### src/rtl/gpio_port.sv
module gpio_port #(
  parameter int W = 32
) (
  input  logic           clk,
  input  logic           rst_n,
  input  logic           bus_en,
  input  logic           bus_we,
  input  logic [2:0]     bus_addr,
  input  logic [W/8-1:0] bus_be,
  input  logic [W-1:0]   bus_wdata,
  output logic [W-1:0]   bus_rdata,
  input  logic [W-1:0]   pin_in,
  output logic [W-1:0]   pin_out,
  output logic [W-1:0]   pin_oe
);
  localparam int NB = W / 8;
  localparam logic [2:0] A_DIR  = 3'd0;
  localparam logic [2:0] A_OUT  = 3'd1;
  localparam logic [2:0] A_SET  = 3'd2;
  localparam logic [2:0] A_CLR  = 3'd3;
  localparam logic [2:0] A_MASK = 3'd4;
  localparam logic [2:0] A_PIN  = 3'd5;

  logic [W-1:0] lane;
  logic [W-1:0] dir_q, out_q, mask_q, sync1_q, sync2_q;

  for (genvar b = 0; b < NB; b++) begin : g_lane
    assign lane[b*8 +: 8] = {8{bus_be[b]}};
  end

  wire          wr    = bus_en & bus_we;
  wire [W-1:0]  wmask = lane & ~mask_q;

  always_ff @(posedge clk) begin
    if (!rst_n) begin
      dir_q   <= '0;
      out_q   <= '0;
      mask_q  <= '0;
      sync1_q <= '0;
      sync2_q <= '0;
    end else begin
      sync1_q <= pin_in;
      sync2_q <= sync1_q;
      if (wr) begin
        case (bus_addr)
          A_DIR:   dir_q  <= (dir_q & ~lane) | (bus_wdata & lane);
          A_OUT:   out_q  <= (out_q & ~wmask) | (bus_wdata & wmask);
          A_SET:   out_q  <= out_q | (bus_wdata & wmask);
          A_CLR:   out_q  <= out_q & ~(bus_wdata & wmask);
          A_MASK:  mask_q <= (mask_q & ~lane) | (bus_wdata & lane);
          default: ;
        endcase
      end
    end
  end

  always_comb begin
    bus_rdata = '0;
    if (bus_en && !bus_we) begin
      case (bus_addr)
        A_DIR:   bus_rdata = dir_q;
        A_OUT:   bus_rdata = out_q;
        A_MASK:  bus_rdata = mask_q;
        A_PIN:   bus_rdata = sync2_q & ~mask_q;
        default: bus_rdata = '0;
      endcase
    end
  end

  assign pin_out = out_q;
  assign pin_oe  = dir_q;
endmodule

### config.mk
export PLATFORM = sky130hd
export DESIGN_NAME = gpio_port
export DESIGN_NICKNAME = d
export VERILOG_FILES = /design/src/rtl/gpio_port.sv
export SDC_FILE = /design/constraint.sdc
export NUM_CORES = 1
export LEC_CHECK = 0
export BUFFER_PORTS_ARGS = -buffer_cell sky130_fd_sc_hd__buf_2
export CAP_MARGIN = 20
export CORE_UTILIZATION = 50
export CTS_CLUSTER_DIAMETER = 40
export DETAILED_ROUTE_END_ITERATION = 10
export PLACE_DENSITY = 0.79
export RECOVER_POWER = 100
export SYNTH_ARGS = -nofsm -noshare
export SYNTH_HDL_FRONTEND = slang
export SYNTH_SLANG_ARGS = --single-unit
### constraint.sdc
create_clock -name clk -period 2.9 [get_ports clk]
set_clock_uncertainty 0.1 [all_clocks]
set_input_delay 0.87 -clock clk [delete_from_list [all_inputs] [get_ports clk]]
set_output_delay 0.87 -clock clk [all_outputs]
set_load 0.1 [all_outputs]
==> results of run 1 <==
[cell families after synthesis]
family                 count (synthesis)
buffers and inverters                112
flip-flops                           160
AO/OA/AOI/OAI                        193
XOR/XNOR                               1
AND/OR/NAND/NOR                      280
multiplexers                          48
[final cells by class]
cell class / count / area [sq um]
Multi-Input combinational cell: 522 / 4129
Fill cell: 1005 / 3562
Sequential cell: 160 / 3203
Timing Repair Buffer: 237 / 2019
Clock buffer: 18 / 439.2
Tap cell: 180 / 225.2
Clock inverter: 14 / 188.9
Inverter: 44 / 165.2
Antenna cell: 1 / 2.502
[cells in the final DEF (no fill, tap or decap), types with 17 or more instances in the layout]
| cell type | n |
|---|---|
| dfxtp_1 | 160 |
| nand2_1 | 105 |
| buf_2 | 71 |
| mux2i_1 | 48 |
| clkbuf_2 | 47 |
| inv_1 | 44 |
| and2_1 | 43 |
| buf_12 | 42 |
| buf_4 | 37 |
| nand3_1 | 33 |
| o22ai_1 | 31 |
| a22oi_2 | 29 |
| a2111oi_0 | 28 |
| o21ai_0 | 27 |
| and2_0 | 22 |
| clkbuf_1 | 21 |
| nor2b_1 | 17 |
| clkbuf_16 | 17 |
[worst max path at each step]
stage | to | slack [ps]
detailed placement | bus_rdata[8] | -340
finish | bus_rdata[27] | -190
global route | bus_rdata[27] | -210
floorplan | bus_rdata[12] | -570
global placement | bus_rdata[6] | -290
CTS | bus_rdata[15] | -180
[per-stage QoR]
stage,std cells,hold WS (ps)
after floorplan,794,311.9
after global placement,1128,313.3
after detailed placement,1128,317.7
after CTS,1172,332.4
after global routing,1176,337.0
final,1176,331.2
[power by group through the flow]
stage	combinational, W	sequential (W)	clock (W)
3_3_place_gp	0.000513	0.00232	0
5_1_grt	0.000599	0.00228	0.00251
4_1_cts	0.000565	0.00228	0.00239
6_report	0.000565	0.00228	0.00238
3_5_place_dp	0.000520	0.00232	0
2_1_floorplan	0.000275	0.00239	0
[routing by layer]
| layer | share of wire [%] | wire (microns) |
|---|---|---|
| met5 | 0 | 0 |
| met4 | 3.2 | 691 |
| met3 | 6.1 | 1323 |
| met2 | 49 | 10710 |
| met1 | 41 | 8913 |
[worst max-delay path: cells and delay by family]
kind	cells	cell delay, ps
compound gates	2	380
simple gates	1	250
buf+inv	4	600
[what timing repair did]
item | CTS | global route
gates resized for setup | 57 | 12
gates cloned | 2 | 1
pin swaps | 41 | 23
endpoints found under the setup margin | 32 | 32
setup buffers | 10 | 4
==> flow_summary.json, run 1 <==
{
  "gp_congestion": 0.8333,
  "htree_levels": 4,
  "antenna_found_initial": 1,
  "clkSinkCount": 160,
  "hold_buffers": 0,
  "outcome": "finished with violations",
  "rows": 43,
  "switching_share_pct": 25.03,
  "cp_common_cell": "buf_12",
  "num_vias": 6793,
  "rsz0062_at_grt": "true",
  "synth_ff_type": "dfxtp_1",
  "crit_fanout": 8,
  "grt_max_degree": 79,
  "min_period_ps": 3091,
  "die_area_sq_mm": 0.01481,
  "syn_area_per_cell_sq_um": 9.022,
  "powerDensity_mw_per_mm2": 504.0,
  "grt_pass1_vias": 6427,
  "grt_use_met3_pct": 6.601,
  "worst-setup-path-type": "in2out",
  "synthAdderAreaFrac_pct": 0,
  "cts_root_buffer": "clkbuf_16",
  "cts_tree": "yes",
  "synth.most_common_cell": "dfxtp_1",
  "stdcell_area_sq_mm": 0.01037,
  "synth_edf_count": 0,
  "yosys-top-cells-count": "dfxtp_1 (160), nand2_1 (105), and2_1 (66), mux2i_1 (48), inv_1 (44)",
  "syn_to_final_growth_pct": 44.80,
  "synthSimpleGateAreaFrac_pct": 22.50,
  "synth_seq_area_share_pct": 44.72,
  "rrSetupSlack_ps": 1730,
  "grt_usage_pct": 29.78,
  "yosys.area.top_type": "dfxtp_1",
  "grt_pass1_wl_mm": 33.55,
  "synth_compound_area_share_pct": 18.95,
  "top_usage_layer": "met2",
  "met1_usage_pct": 36.41,
  "whs_path_depth": 1,
  "synth-seq-cells": 160,
  "path_cells": "buf_12 > nor3b_4 > buf_6 > buf_8 > a22oi_2 > a211oi_4 > buf_12",
  "wl_mm": 21.63,
  "grt_use_met2_pct": 49.89,
  "first_iter_violations": 441,
  "cp.arrival_ps": 2120,
  "numCtsBuffers": 17,
  "worstReg2RegEnd": "pin_out[3]",
  "initial_core_util_pct": 51.41,
  "crit_start": "bus_addr[0]",
  "clk_latency_ps": 430,
  "peakVddDrop_mv": 0.5052,
  "netlist_area_sq_mm": 0.007163,
  "failed_checks": "setup timing",
  "post-route-period-util_pct": 106.6,
  "slew_headroom_pct": 13.94,
  "crit_path_top_delay_cell": "a211oi_4",
  "finalSetupTns_ps": -3702,
  "leakagePower_nw": 4.157,
  "synth_area_leaders": "dfxtp_1 (45%), mux2i_1 (6.7%), and2_1 (5.8%)",
  "synth_top_family_by_area": "simple AND/OR/NAND/NOR gates",
  "syn_nets": 869,
  "fin_ws_ps": -191.0,
  "port_buffers": 170,
  "pwr-share-seq_pct": 43.6,
  "hp-start": "sync1_q[20]",
  "slew_viol_final": 0,
  "synth_cell_types": 40,
  "path_clk_slew_ps": 60,
  "vias_per_cell": 5.776,
  "synth-xor-area-share_pct": 0.1223,
  "yosysTopAreaCellShare_pct": 44.72,
  "gr-total-overflow": 0,
  "post-route-util_pct": 74.44,
  "final_net_count": 1057,
  "fmax_mhz": 323.5,
  "route.detailed.wl_per_inst_microns": 18.40,
  "die_width_microns": 121.7,
  "whs_endpoint": "sync2_q[20]",
  "hold_viol_final": 0,
  "hp-class": "reg2reg",
  "power.total_w": 0.005227,
  "p_int_w": 0.003919,
  "placed_cell_area_sq_mm": 0.009415,
  "post_synth_mux_area_share_pct": 6.707,
  "reg2reg_depth": 2,
  "cp-end-kind": "output port",
  "p_clk_share_pct": 45.6,
  "tightest_slew_ps": 1291,
  "drv_cap": 0,
  "drt-pass1-iter-count": 5,
  "critPathMaxStageDelay_ps": 280,
  "power_switching_w": 0.001309,
  "hpwl_mm": 14.40,
  "die_h_microns": 121.7,
  "coreArea_sq_mm": 0.01393,
  "finalSetupViolCount": 32,
  "startpoint_type": "input port",
  "postSynthCellCount": 794,
  "io_pins": 171,
  "drcViolationCount": 0,
  "cts_buffer_depth": 2,
  "drt.antenna.violating_nets": 0,
  "critPathRequiredTime_ps": 1930,
  "async_flop_share_pct": 0,
  "dp_slack_ps": -337.8,
  "drive_above_1_share_pct": 33.67,
  "pwr-share-comb_pct": 10.8,
  "ys_warn_count": 0
}
Note: power is estimated with default switching activity, not from simulation.
==> run 2: changes to the inputs <==
--- a/config.mk
+++ b/config.mk
@@ -7,11 +7,12 @@
 export LEC_CHECK = 0
 export BUFFER_PORTS_ARGS = -buffer_cell sky130_fd_sc_hd__buf_2
 export CAP_MARGIN = 20
-export CORE_UTILIZATION = 50
+export CORE_UTILIZATION = 25
 export CTS_CLUSTER_DIAMETER = 40
 export DETAILED_ROUTE_END_ITERATION = 10
-export PLACE_DENSITY = 0.79
+export PLACE_DENSITY = 0.47
 export RECOVER_POWER = 100
+export SLEW_MARGIN = 20
 export SYNTH_ARGS = -nofsm -noshare
 export SYNTH_HDL_FRONTEND = slang
 export SYNTH_SLANG_ARGS = --single-unit
==> flow_summary.json, run 2 (synthesis results as in run 1) <==
{
  "path_clk_slew_ps": 70,
  "gr-total-overflow": 0,
  "fmax_mhz": 317.6,
  "antenna_found_initial": 2,
  "htree_levels": 4,
  "cts_root_buffer": "clkbuf_16",
  "stdcell_area_sq_mm": 0.01040,
  "post-route-util_pct": 37.13,
  "cts_buffer_depth": 2,
  "cp-end-kind": "output port",
  "grt_pass1_vias": 6502,
  "layout_commonest_cell": "dfxtp_1",
  "coreArea_sq_mm": 0.02801,
  "cts_tree": "yes",
  "grt_pass1_wl_mm": 38.52,
  "hold_viol_final": 0,
  "worst-setup-path-type": "in2out",
  "crit_fanout": 7,
  "route.detailed.wl_per_inst_microns": 18.34,
  "gp_congestion": 0.7450,
  "initial_core_util_pct": 25.57,
  "hpwl_mm": 17.25,
  "post-route-period-util_pct": 108.6,
  "die_h_microns": 171.3,
  "clk_latency_ps": 430,
  "first_iter_violations": 354,
  "grt_max_degree": 86,
  "min_period_ps": 3148,
  "io_pins": 171,
  "finalSetupViolCount": 32,
  "drcViolationCount": 0,
  "tightest_slew_ps": 1171,
  "slew_viol_final": 0,
  "syn_to_final_growth_pct": 45.20,
  "wl_mm": 25.10,
  "critPathRequiredTime_ps": 1930,
  "grt_usage_pct": 17.58,
  "finalSetupTns_ps": -6156,
  "drive_above_1_share_pct": 33.03,
  "final_cells": 1369,
  "final_cell_mix": "dfxtp_1 (160), nand2_1 (105), buf_2 (70), clkbuf_2 (57), mux2i_1 (48)",
  "failed_checks": "setup timing",
  "fin_ws_ps": -248.2,
  "dp_slack_ps": -299.1,
  "final_net_count": 1053,
  "vias_per_cell": 4.719,
  "drt-pass1-iter-count": 4,
  "numCtsBuffers": 17,
  "outcome": "finished with violations",
  "num_vias": 6460,
  "hold_buffers": 0,
  "slew_headroom_pct": 22.22,
  "die_width_microns": 171.3,
  "dp.cells": 1331,
  "peakVddDrop_mv": 0.3320,
  "placed_cell_area_sq_mm": 0.009706,
  "cp.arrival_ps": 2180,
  "drt.antenna.violating_nets": 0,
  "leakagePower_nw": 4.095,
  "powerDensity_mw_per_mm2": 483.7,
  "drv_cap": 0,
  "die_area_sq_mm": 0.02933,
  "rows": 61,
  "port_buffers": 170,
  "hp-class": "reg2reg",
  "startpoint_type": "input port",
  "clkSinkCount": 160,
  "rsz0062_at_grt": "true"
}
## run 2: cell types whose count changed in the layout (fill, tap and decap cells not counted), sizes merged
cell / change
buf: -5
clkinv: -4
bufinv: -3
clkinvlp: +3
inv: +3
clkbuf: +1
## run 2: layout make-up
cell class	instances	area, sq um
multi-input cells	522	4041
flip-flops and latches	160	3203
repair buffers	233	1957
inverters	44	165.2
clock buffers	18	429.2
fillers	2899	17610
clock inverters	13	130.1
diodes	1	2.502
well taps	378	473.0
## run 2: worst paths after layout
| path | cells after the start | from | slack, ps | end |
|---|---|---|---|---|
| setup / recovery | 7 | bus_addr[0] | -250 | bus_rdata[15] |
| hold / removal | 1 | sync1_q[14] | 330 | sync2_q[14] |
| setup reg to reg | 2 | flop | 1750 | pin_out[11] |
| hold reg to reg | 1 | sync1_q[14] | 330 | sync2_q[14] |
## run 2: stage by stage
step | hold slack [ps] | power [W]
global route | 341.6 | 0.005231
finish | 333.3 | 0.005031
floorplan | 311.9 | 0.002660
detailed placement | 316.9 | 0.002867
CTS | 334.5 | 0.005110
global placement | 314.5 | 0.002866
## run 2: power breakdown
part | switching [W] | total (W) | internal [W] | leakage [nW]
Combinational | 0.000363 | 0.000551 | 0.000188 | 2.54
Clock | 0.00101 | 0.00221 | 0.00119 | 0.254
Sequential | 0.0000235 | 0.00227 | 0.00225 | 1.30
Total | 0.00140 | 0.00503 | 0.00363 | 4.10
## run 2: routing by layer
metal	up-vias	GRT usage [%]	part of all wire [%]
li1	3181	-	-
met1	3122	22.33	46
met2	138	29.94	48
met3	17	3.889	4.4
met4	2	4.464	1.2
met5	-	0	0.032
## run 2: what timing repair did
| item | CTS | global route |
|---|---|---|
| buffers inserted | 4 | 1 |
| cloned | 2 | 0 |
| setup endpoints to repair | 32 | 32 |
| pin swaps | 31 | 11 |
| gates resized for setup | 26 | 7 |
## run 2: worst max-delay path: stages
cell	delay [ps]
buf_12	110
nor3b_4	290
buf_6	170
buf_12	150
a22oi_2	100
a211oi_4	270
buf_12	210
